===== src/rtl/pfw_pkg.sv =====
package pfw_pkg;

  localparam logic [1:0] A_TIMING = 2'd0;
  localparam logic [1:0] A_TRIG   = 2'd1;
  localparam logic [1:0] A_IRQ    = 2'd2;
  localparam logic [1:0] A_STAT   = 2'd3;

  typedef enum logic [2:0] {
    PH_GAP = 3'd0,
    PH_CSS = 3'd1,
    PH_WRS = 3'd2,
    PH_ACT = 3'd3,
    PH_HLD = 3'd4
  } phase_e;

  typedef struct packed {
    logic [3:0] css;
    logic [3:0] wrs;
    logic [3:0] act;
    logic [3:0] hld;
  } wtiming_t;

  localparam wtiming_t TIMING_RESET = '{css: 4'd0, wrs: 4'd0, act: 4'd1, hld: 4'd0};

  function automatic wtiming_t timing_from_word(input logic [31:0] w);
    return '{css: w[19:16], wrs: w[15:12], act: w[11:8], hld: w[7:4]};
  endfunction

  // strobe low time never shorter than one cycle
  function automatic logic [3:0] strobe_len(input logic [3:0] a);
    return (a == 4'd0) ? 4'd1 : a;
  endfunction

  function automatic logic [3:0] phase_len(input phase_e p, input wtiming_t t);
    case (p)
      PH_CSS:  return t.css;
      PH_WRS:  return t.wrs;
      PH_ACT:  return strobe_len(t.act);
      PH_HLD:  return t.hld;
      default: return 4'd0;
    endcase
  endfunction

  // next phase that has a nonzero length; the active phase always has one
  function automatic phase_e phase_after(input phase_e p, input wtiming_t t);
    case (p)
      PH_GAP:  return (t.css != 4'd0) ? PH_CSS : ((t.wrs != 4'd0) ? PH_WRS : PH_ACT);
      PH_CSS:  return (t.wrs != 4'd0) ? PH_WRS : PH_ACT;
      PH_WRS:  return PH_ACT;
      PH_ACT:  return (t.hld != 4'd0) ? PH_HLD : PH_GAP;
      default: return PH_GAP;
    endcase
  endfunction

  function automatic logic [5:0] word_cycles(input wtiming_t t);
    return 6'(t.css) + 6'(t.wrs) + 6'(strobe_len(t.act)) + 6'(t.hld);
  endfunction

endpackage


===== src/rtl/pfw_regs.sv =====
module pfw_regs
  import pfw_pkg::*;
(
  input  logic        clk,
  input  logic        rst_n,
  input  logic        cfg_we,
  input  logic [1:0]  cfg_addr,
  input  logic [31:0] cfg_wdata,
  input  logic        start,
  input  logic        frame_end,
  output wtiming_t    timing,
  output logic        if_en,
  output logic        cmd_mode,
  output logic        pending,
  output logic        sw_req,
  output logic        done_flag,
  output logic        irq
);

  logic irq_en;
  logic wr_timing, wr_trig, wr_irq, wr_stat;
  logic unused_bits;

  assign wr_timing = cfg_we && (cfg_addr == A_TIMING);
  assign wr_trig   = cfg_we && (cfg_addr == A_TRIG);
  assign wr_irq    = cfg_we && (cfg_addr == A_IRQ);
  assign wr_stat   = cfg_we && (cfg_addr == A_STAT);

  // software trigger counts only when the same write selects command mode
  assign sw_req = wr_trig && cfg_wdata[1] && cfg_wdata[0];
  assign unused_bits = ^{cfg_wdata[31:20], cfg_wdata[3:2]};

  always_ff @(posedge clk or negedge rst_n) begin
    if (!rst_n) begin
      timing   <= TIMING_RESET;
      if_en    <= 1'b0;
      cmd_mode <= 1'b0;
      irq_en   <= 1'b0;
    end else begin
      if (wr_timing) begin
        timing <= timing_from_word(cfg_wdata);
        if_en  <= cfg_wdata[0];
      end
      if (wr_trig) cmd_mode <= cfg_wdata[0];
      if (wr_irq)  irq_en   <= cfg_wdata[0];
    end
  end

  always_ff @(posedge clk or negedge rst_n) begin
    if (!rst_n) begin
      pending <= 1'b0;
    end else if (wr_irq && cfg_wdata[1]) begin
      pending <= 1'b1;
    end else if (start) begin
      pending <= 1'b0;
    end
  end

  always_ff @(posedge clk or negedge rst_n) begin
    if (!rst_n) begin
      done_flag <= 1'b0;
    end else if (frame_end) begin
      done_flag <= 1'b1;
    end else if (wr_stat && cfg_wdata[0]) begin
      done_flag <= 1'b0;
    end
  end

  assign irq = done_flag && irq_en;

endmodule


===== src/rtl/pfw_trig.sv =====
module pfw_trig
  import pfw_pkg::*;
#(
  parameter int unsigned FW = 12
) (
  input  logic          clk,
  input  logic          rst_n,
  input  logic          te,
  input  logic          if_en,
  input  logic          cmd_mode,
  input  logic          pending,
  input  logic          sw_req,
  input  logic [FW-1:0] frame_words,
  input  wtiming_t      timing,
  input  logic          word_end,
  output logic          start,
  output logic          frame_end,
  output logic          busy,
  output logic          frame_done,
  output wtiming_t      tim_snap
);

  logic          te_q;
  logic          te_rise;
  logic          hw_req;
  logic [FW-1:0] left;

  assign te_rise   = te && !te_q;
  assign hw_req    = te_rise && pending && cmd_mode;
  assign start     = if_en && !busy && (frame_words != '0) && (sw_req || hw_req);
  assign frame_end = busy && word_end && (left == FW'(1));

  always_ff @(posedge clk or negedge rst_n) begin
    if (!rst_n) te_q <= 1'b0;
    else        te_q <= te;
  end

  always_ff @(posedge clk or negedge rst_n) begin
    if (!rst_n) begin
      busy       <= 1'b0;
      frame_done <= 1'b0;
      left       <= '0;
      tim_snap   <= TIMING_RESET;
    end else begin
      frame_done <= 1'b0;
      if (start) begin
        busy     <= 1'b1;
        left     <= frame_words;
        tim_snap <= timing;
      end else if (frame_end) begin
        busy       <= 1'b0;
        frame_done <= 1'b1;
        left       <= '0;
      end else if (busy && word_end) begin
        left <= left - FW'(1);
      end
    end
  end

endmodule


===== src/rtl/pfw_strobe.sv =====
module pfw_strobe
  import pfw_pkg::*;
#(
  parameter int unsigned DW = 16
) (
  input  logic          clk,
  input  logic          rst_n,
  input  logic          run,
  input  wtiming_t      tim,
  input  logic          pix_valid,
  output logic          pix_ready,
  input  logic [DW-1:0] pix_data,
  input  logic          pix_rs,
  output logic          cs_n,
  output logic          wr_n,
  output logic          rs,
  output logic [DW-1:0] data,
  output logic          word_end
);

  phase_e        state;
  phase_e        nxt;
  logic [3:0]    cnt;
  logic          take;
  logic          phase_last;
  logic [DW-1:0] dat_q;
  logic          rs_q;

  assign pix_ready  = run && (state == PH_GAP);
  assign take       = pix_valid && pix_ready;
  assign phase_last = (state != PH_GAP) && (cnt == 4'd1);
  assign nxt        = phase_after(take ? PH_GAP : state, tim);
  assign word_end   = phase_last && (nxt == PH_GAP);

  always_ff @(posedge clk or negedge rst_n) begin
    if (!rst_n) begin
      state <= PH_GAP;
      cnt   <= 4'd0;
      dat_q <= '0;
      rs_q  <= 1'b0;
    end else if (take) begin
      state <= nxt;
      cnt   <= phase_len(nxt, tim);
      dat_q <= pix_data;
      rs_q  <= pix_rs;
    end else if (phase_last) begin
      state <= nxt;
      cnt   <= phase_len(nxt, tim);
    end else if (state != PH_GAP) begin
      cnt <= cnt - 4'd1;
    end
  end

  assign cs_n = (state == PH_GAP);
  assign wr_n = (state != PH_ACT);
  assign rs   = rs_q;
  assign data = dat_q;

endmodule


===== src/rtl/panel_frame_writer.sv =====
module panel_frame_writer
  import pfw_pkg::*;
#(
  parameter int unsigned DW = 16,
  parameter int unsigned FW = 12
) (
  input  logic          clk,
  input  logic          rst_n,
  input  logic          cfg_we,
  input  logic [1:0]    cfg_addr,
  input  logic [31:0]   cfg_wdata,
  input  logic [FW-1:0] frame_words,
  input  logic          te,
  input  logic          pix_valid,
  output logic          pix_ready,
  input  logic [DW-1:0] pix_data,
  input  logic          pix_rs,
  output logic          cs_n,
  output logic          wr_n,
  output logic          rs,
  output logic [DW-1:0] data,
  output logic          busy,
  output logic          frame_done,
  output logic          done_flag,
  output logic          irq
);

  wtiming_t timing;
  wtiming_t tim_snap;
  logic     if_en, cmd_mode, pending, sw_req;
  logic     start, frame_end, word_end;

  pfw_regs u_regs (
    .clk       (clk),
    .rst_n     (rst_n),
    .cfg_we    (cfg_we),
    .cfg_addr  (cfg_addr),
    .cfg_wdata (cfg_wdata),
    .start     (start),
    .frame_end (frame_end),
    .timing    (timing),
    .if_en     (if_en),
    .cmd_mode  (cmd_mode),
    .pending   (pending),
    .sw_req    (sw_req),
    .done_flag (done_flag),
    .irq       (irq)
  );

  pfw_trig #(.FW(FW)) u_trig (
    .clk         (clk),
    .rst_n       (rst_n),
    .te          (te),
    .if_en       (if_en),
    .cmd_mode    (cmd_mode),
    .pending     (pending),
    .sw_req      (sw_req),
    .frame_words (frame_words),
    .timing      (timing),
    .word_end    (word_end),
    .start       (start),
    .frame_end   (frame_end),
    .busy        (busy),
    .frame_done  (frame_done),
    .tim_snap    (tim_snap)
  );

  pfw_strobe #(.DW(DW)) u_strobe (
    .clk       (clk),
    .rst_n     (rst_n),
    .run       (busy),
    .tim       (tim_snap),
    .pix_valid (pix_valid),
    .pix_ready (pix_ready),
    .pix_data  (pix_data),
    .pix_rs    (pix_rs),
    .cs_n      (cs_n),
    .wr_n      (wr_n),
    .rs        (rs),
    .data      (data),
    .word_end  (word_end)
  );

endmodule


===== config.mk =====
export PLATFORM = sky130hd
export DESIGN_NAME = panel_frame_writer
export DESIGN_NICKNAME = d
export VERILOG_FILES = /design/src/rtl/pfw_pkg.sv /design/src/rtl/pfw_regs.sv /design/src/rtl/pfw_trig.sv /design/src/rtl/pfw_strobe.sv /design/src/rtl/panel_frame_writer.sv
export SDC_FILE = /design/constraint.sdc
export NUM_CORES = 1
export LEC_CHECK = 0
export ABC_AREA = 1
export BUFFER_PORTS_ARGS = -buffer_cell sky130_fd_sc_hd__buf_4
export CAP_MARGIN = 20
export CORE_MARGIN = 4
export CORE_UTILIZATION = 55
export CTS_BUF_LIST = sky130_fd_sc_hd__clkbuf_4 sky130_fd_sc_hd__clkbuf_8
export CTS_CLUSTER_DIAMETER = 200
export DETAILED_ROUTE_END_ITERATION = 8
export HOLD_SLACK_MARGIN = 0.15
export PLACE_DENSITY_LB_ADDON = 0.3
export SYNTH_ARGS = -nofsm -noshare
export SYNTH_HDL_FRONTEND = slang
export SYNTH_SLANG_ARGS = --single-unit

===== constraint.sdc =====
create_clock -name clk -period 1.8 [get_ports clk]
set_input_delay 0.18 -clock clk [delete_from_list [all_inputs] [get_ports clk]]
set_output_delay 0.18 -clock clk [all_outputs]
set_load 0.005 [all_outputs]

==> summary.md <==
| Metric | Value |
|---|---|
| Mapped Area | 3760 sq um |
| Largest net degree at the start of global routing | 37 |
| Static leakage | 0.00269 uW |
| Dpl hpwl | 5970 microns |
| Net count, final | 646 |
| CP endpoint kind | register |
| Starting Density | 57.9% |
| Fmax | 0.601 GHz |
| DRC | 0 |
| Reg2Reg Depth | 8 |
| Die Ht | 90.7 microns |
| Crit Path Max Fanout | 34 |
| Worst slew margin | 74.3% |
| Cell variety after synth | 34 |
| Worst Path Required | 2080 ps |
| Synth top cells by count | nand2_1, dfrtp_1, inv_1 |
| Final Critical Period | 1660 ps |
| Antenna diode count | 0 |
| I/O Buffers | 77 |
| Post-Place Setup Slack | -39.0 ps |
| Fin worst setup slack | 136 ps |
| First-pass GRT wire length | 16100 microns |
| Async set-reset flop share out of synthesis | 100% |
| RSZ-0062 raised after global routing | false |
| Fin util | 79.3% |
| Mapped Avg Cell Area | 8.53 sq um |
| Worst skew pair latency | 350 ps |
| I/O pins | 92 |
| CP Launch Type | input pin |
| # rows | 29 |
| H-tree level count | 3 |
| Setup violations, final | 0 |
| Initial antenna violation count | 0 |
| Outcome | completed |
| Tightest Pin Transition | 385 ps |
| Fin crit share | 92.5% |
| Vias in the first global route | 3510 |
| CTS Buf Count | 9 |
| Share of Yosys cell area claimed by the top area cell type | 49.3% |
| Post-synth top area cell | dfrtp_1 |
| Max Slew Vio Count | 0 |
| Final Skew | 8.59 ps |
| Mapped Cells | 441 |
| CTS root buf | clkbuf_8 |
| Final non-filler cell total | 656 |
| Die Area | 8220 sq um |
| Detailed Route Iter0 Violations | 273 |
| WHS Path Cells | 4 |
| Vias | 3492 |
| Max IR drop VDD | 0.800 mV |
| Synthesized net count | 513 |
| Routability congestion estimate | 0.837 |
| Vias per cell | 5.32 |
| Grt total ovfl | 0 |
| # placed instances | 590 |
| Fraction of layout cells with a size suffix above 1 | 23.7% |
| Cell Pwr Density | 1350 nW/um^2 |
| CTS tree | done |
| MaxCap Viol Count | 0 |
| Core area | 6490 sq um |
| Die Width | 90.7 microns |
| Layout area overhead | 37.0% |
| Fill cells | 398 |
| Most common cell in the netlist | nand2_1 |
| Antenna viol nets, final | 0 |
| Total GRT Usage | 24.0% |
| Hold WC Path Type | input pin to register |
| Main synth FF type | dfrtp_1 |
| Post-synth EDFFs | 0 |
| Fin. Hold Viols | 0 |
| First-pass DRT Iterations | 4 |
| WL/cell | 14.5 microns |
| Synth warn | 0 |
| Clock sink count | 76 |
| Post-route total power | 6950 uW |
| Clock Tree Buf Depth | 2 |
| Reg clk slew, reported paths | 80 ps |
| Setup CP Type | input pin to register |
| Final wirelength | 9520 microns |
| Sequential fraction of the synthesis area | 50.6% |
| Worst path arrival time | 1950 ps |
| Top post-synthesis cells by area | dfrtp_1, nand2_1, mux2_2 |
| Yosys reg bits | 76 |
sequential cells by signal (all words and copies together), names as in the netlist:
signal,count
u_regs.done_flag,1
u_strobe.state,3
u_trig.left,12
u_strobe.data,16
u_strobe.rs,1
u_trig.te_q,1
u_trig.tim_snap,16
u_trig.frame_done,1
u_regs.cmd_mode,1
u_regs.timing,16
u_trig.busy,1
u_regs.irq_en,1
u_strobe.cnt,4
u_regs.if_en,1
u_regs.pending,1
metrics by stage:
stage | hold WS, ps | instance area [sq um] | setup TNS (ps)
floorplan | -116 | 3760 | 0
global placement | 125 | 4420 | 0
detailed placement | 126 | 4420 | -39.0
CTS | 165 | 5140 | 0
global route | 173 | 5150 | 0
finish | 173 | 5150 | 0
metal layers:
| metal | GRT usage (%) | wire [microns] |
|---|---|---|
| met5 | 0 | 0 |
| met4 | 10.8 | 213 |
| met3 | 5.42 | 540 |
| met2 | 38.3 | 4670 |
| met1 | 31.3 | 4090 |
logic make-up (layout without fill, tap and decap cells):
kind of cell | Yosys count | count (layout) | share of synthesized area (%)
AOI/OAI and AO/OA | 29 | 29 | 4.39
xor gates and xnor gates | 10 | 10 | 2.33
adders and majority gates | 4 | 4 | 1.33
buffers and inverters | 56 | 194 | 6.86
DFF | 76 | 76 | 50.6
muxes | 17 | 17 | 5.09
and+or+nand+nor | 249 | 249 | 29.4
path summary, 6_finish.rpt:
check	start	end	slack [ps]
worst max-delay path	frame_words[11]	u_trig.left[9]	140
min in group asynchronous	rst_n	u_strobe.cnt[2]	290
worst max register to register	u_strobe.state[0]	u_strobe.cnt[2]	210
max in group asynchronous	rst_n	u_regs.timing[4]	940
worst min register to register	u_regs.timing[13]	u_trig.tim_snap[13]	470
worst min-delay path	cfg_addr[0]	u_regs.pending	170
worst max-delay path, cell delays in order:
cell	delay, ps
dlygate4sd3_1	540
buf_4	140
nor2_1	90
nand2_1	60
nor3_1	230
nand2_1	150
nand4_4	110
buf_8	230
nand3_1	120
nand3_1	90
area by class of cell:
| type | instances | area [sq um] | share of cell area, % |
|---|---|---|---|
| Timing Repair Buffer | 136 | 1160 | 22.6 |
| Inverter | 42 | 161 | 3.13 |
| Sequential cell | 76 | 1900 | 37.0 |
| Multi-Input combinational cell | 309 | 1600 | 31.1 |
| Clock inverter | 6 | 87.6 | 1.70 |
| Clock buffer | 10 | 138 | 2.67 |
| Tap cell | 77 | 96.3 | 1.87 |
cells in the final DEF (no fill, tap or decap), types with 2 or more instances in the layout:
master and n:
dlygate4sd3_1 49, clkbuf_8 10, nor3_1 6, nor2_1 25, a21oi_1 4, o21a_1 2, inv_1 39, bufinv_16 2
buf_4 85, nand2_1 150, dfrtp_1 74, xnor2_1 2, dfstp_2 2, o21ai_0 14, nand3_1 37, mux2_2 17
nand4_1 19, nand2_2 4, ha_1 4, xor2_1 8, nor2_2 2, o21ai_1 3, o21bai_1 4, clkinv_2 3
clkinv_4 2
power breakdown:
| part | switching (uW) | total [uW] | internal [uW] |
|---|---|---|---|
| registers | 415 | 2670 | 2260 |
| logic | 1550 | 2810 | 1270 |
| clock network | 647 | 1470 | 819 |
| total | 2610 | 6950 | 4340 |
repair_timing:
| item | CTS | global route |
|---|---|---|
| hold buffers | 49 | 0 |
| buffers inserted | 1 | 0 |
| endpoints found under the hold margin | 123 | 0 |
| gates resized for setup | 0 | 3 |
| setup endpoints to repair | 1 | 19 |
| pin swaps | 1 | 0 |
Note: power is estimated with default switching activity, not from simulation.
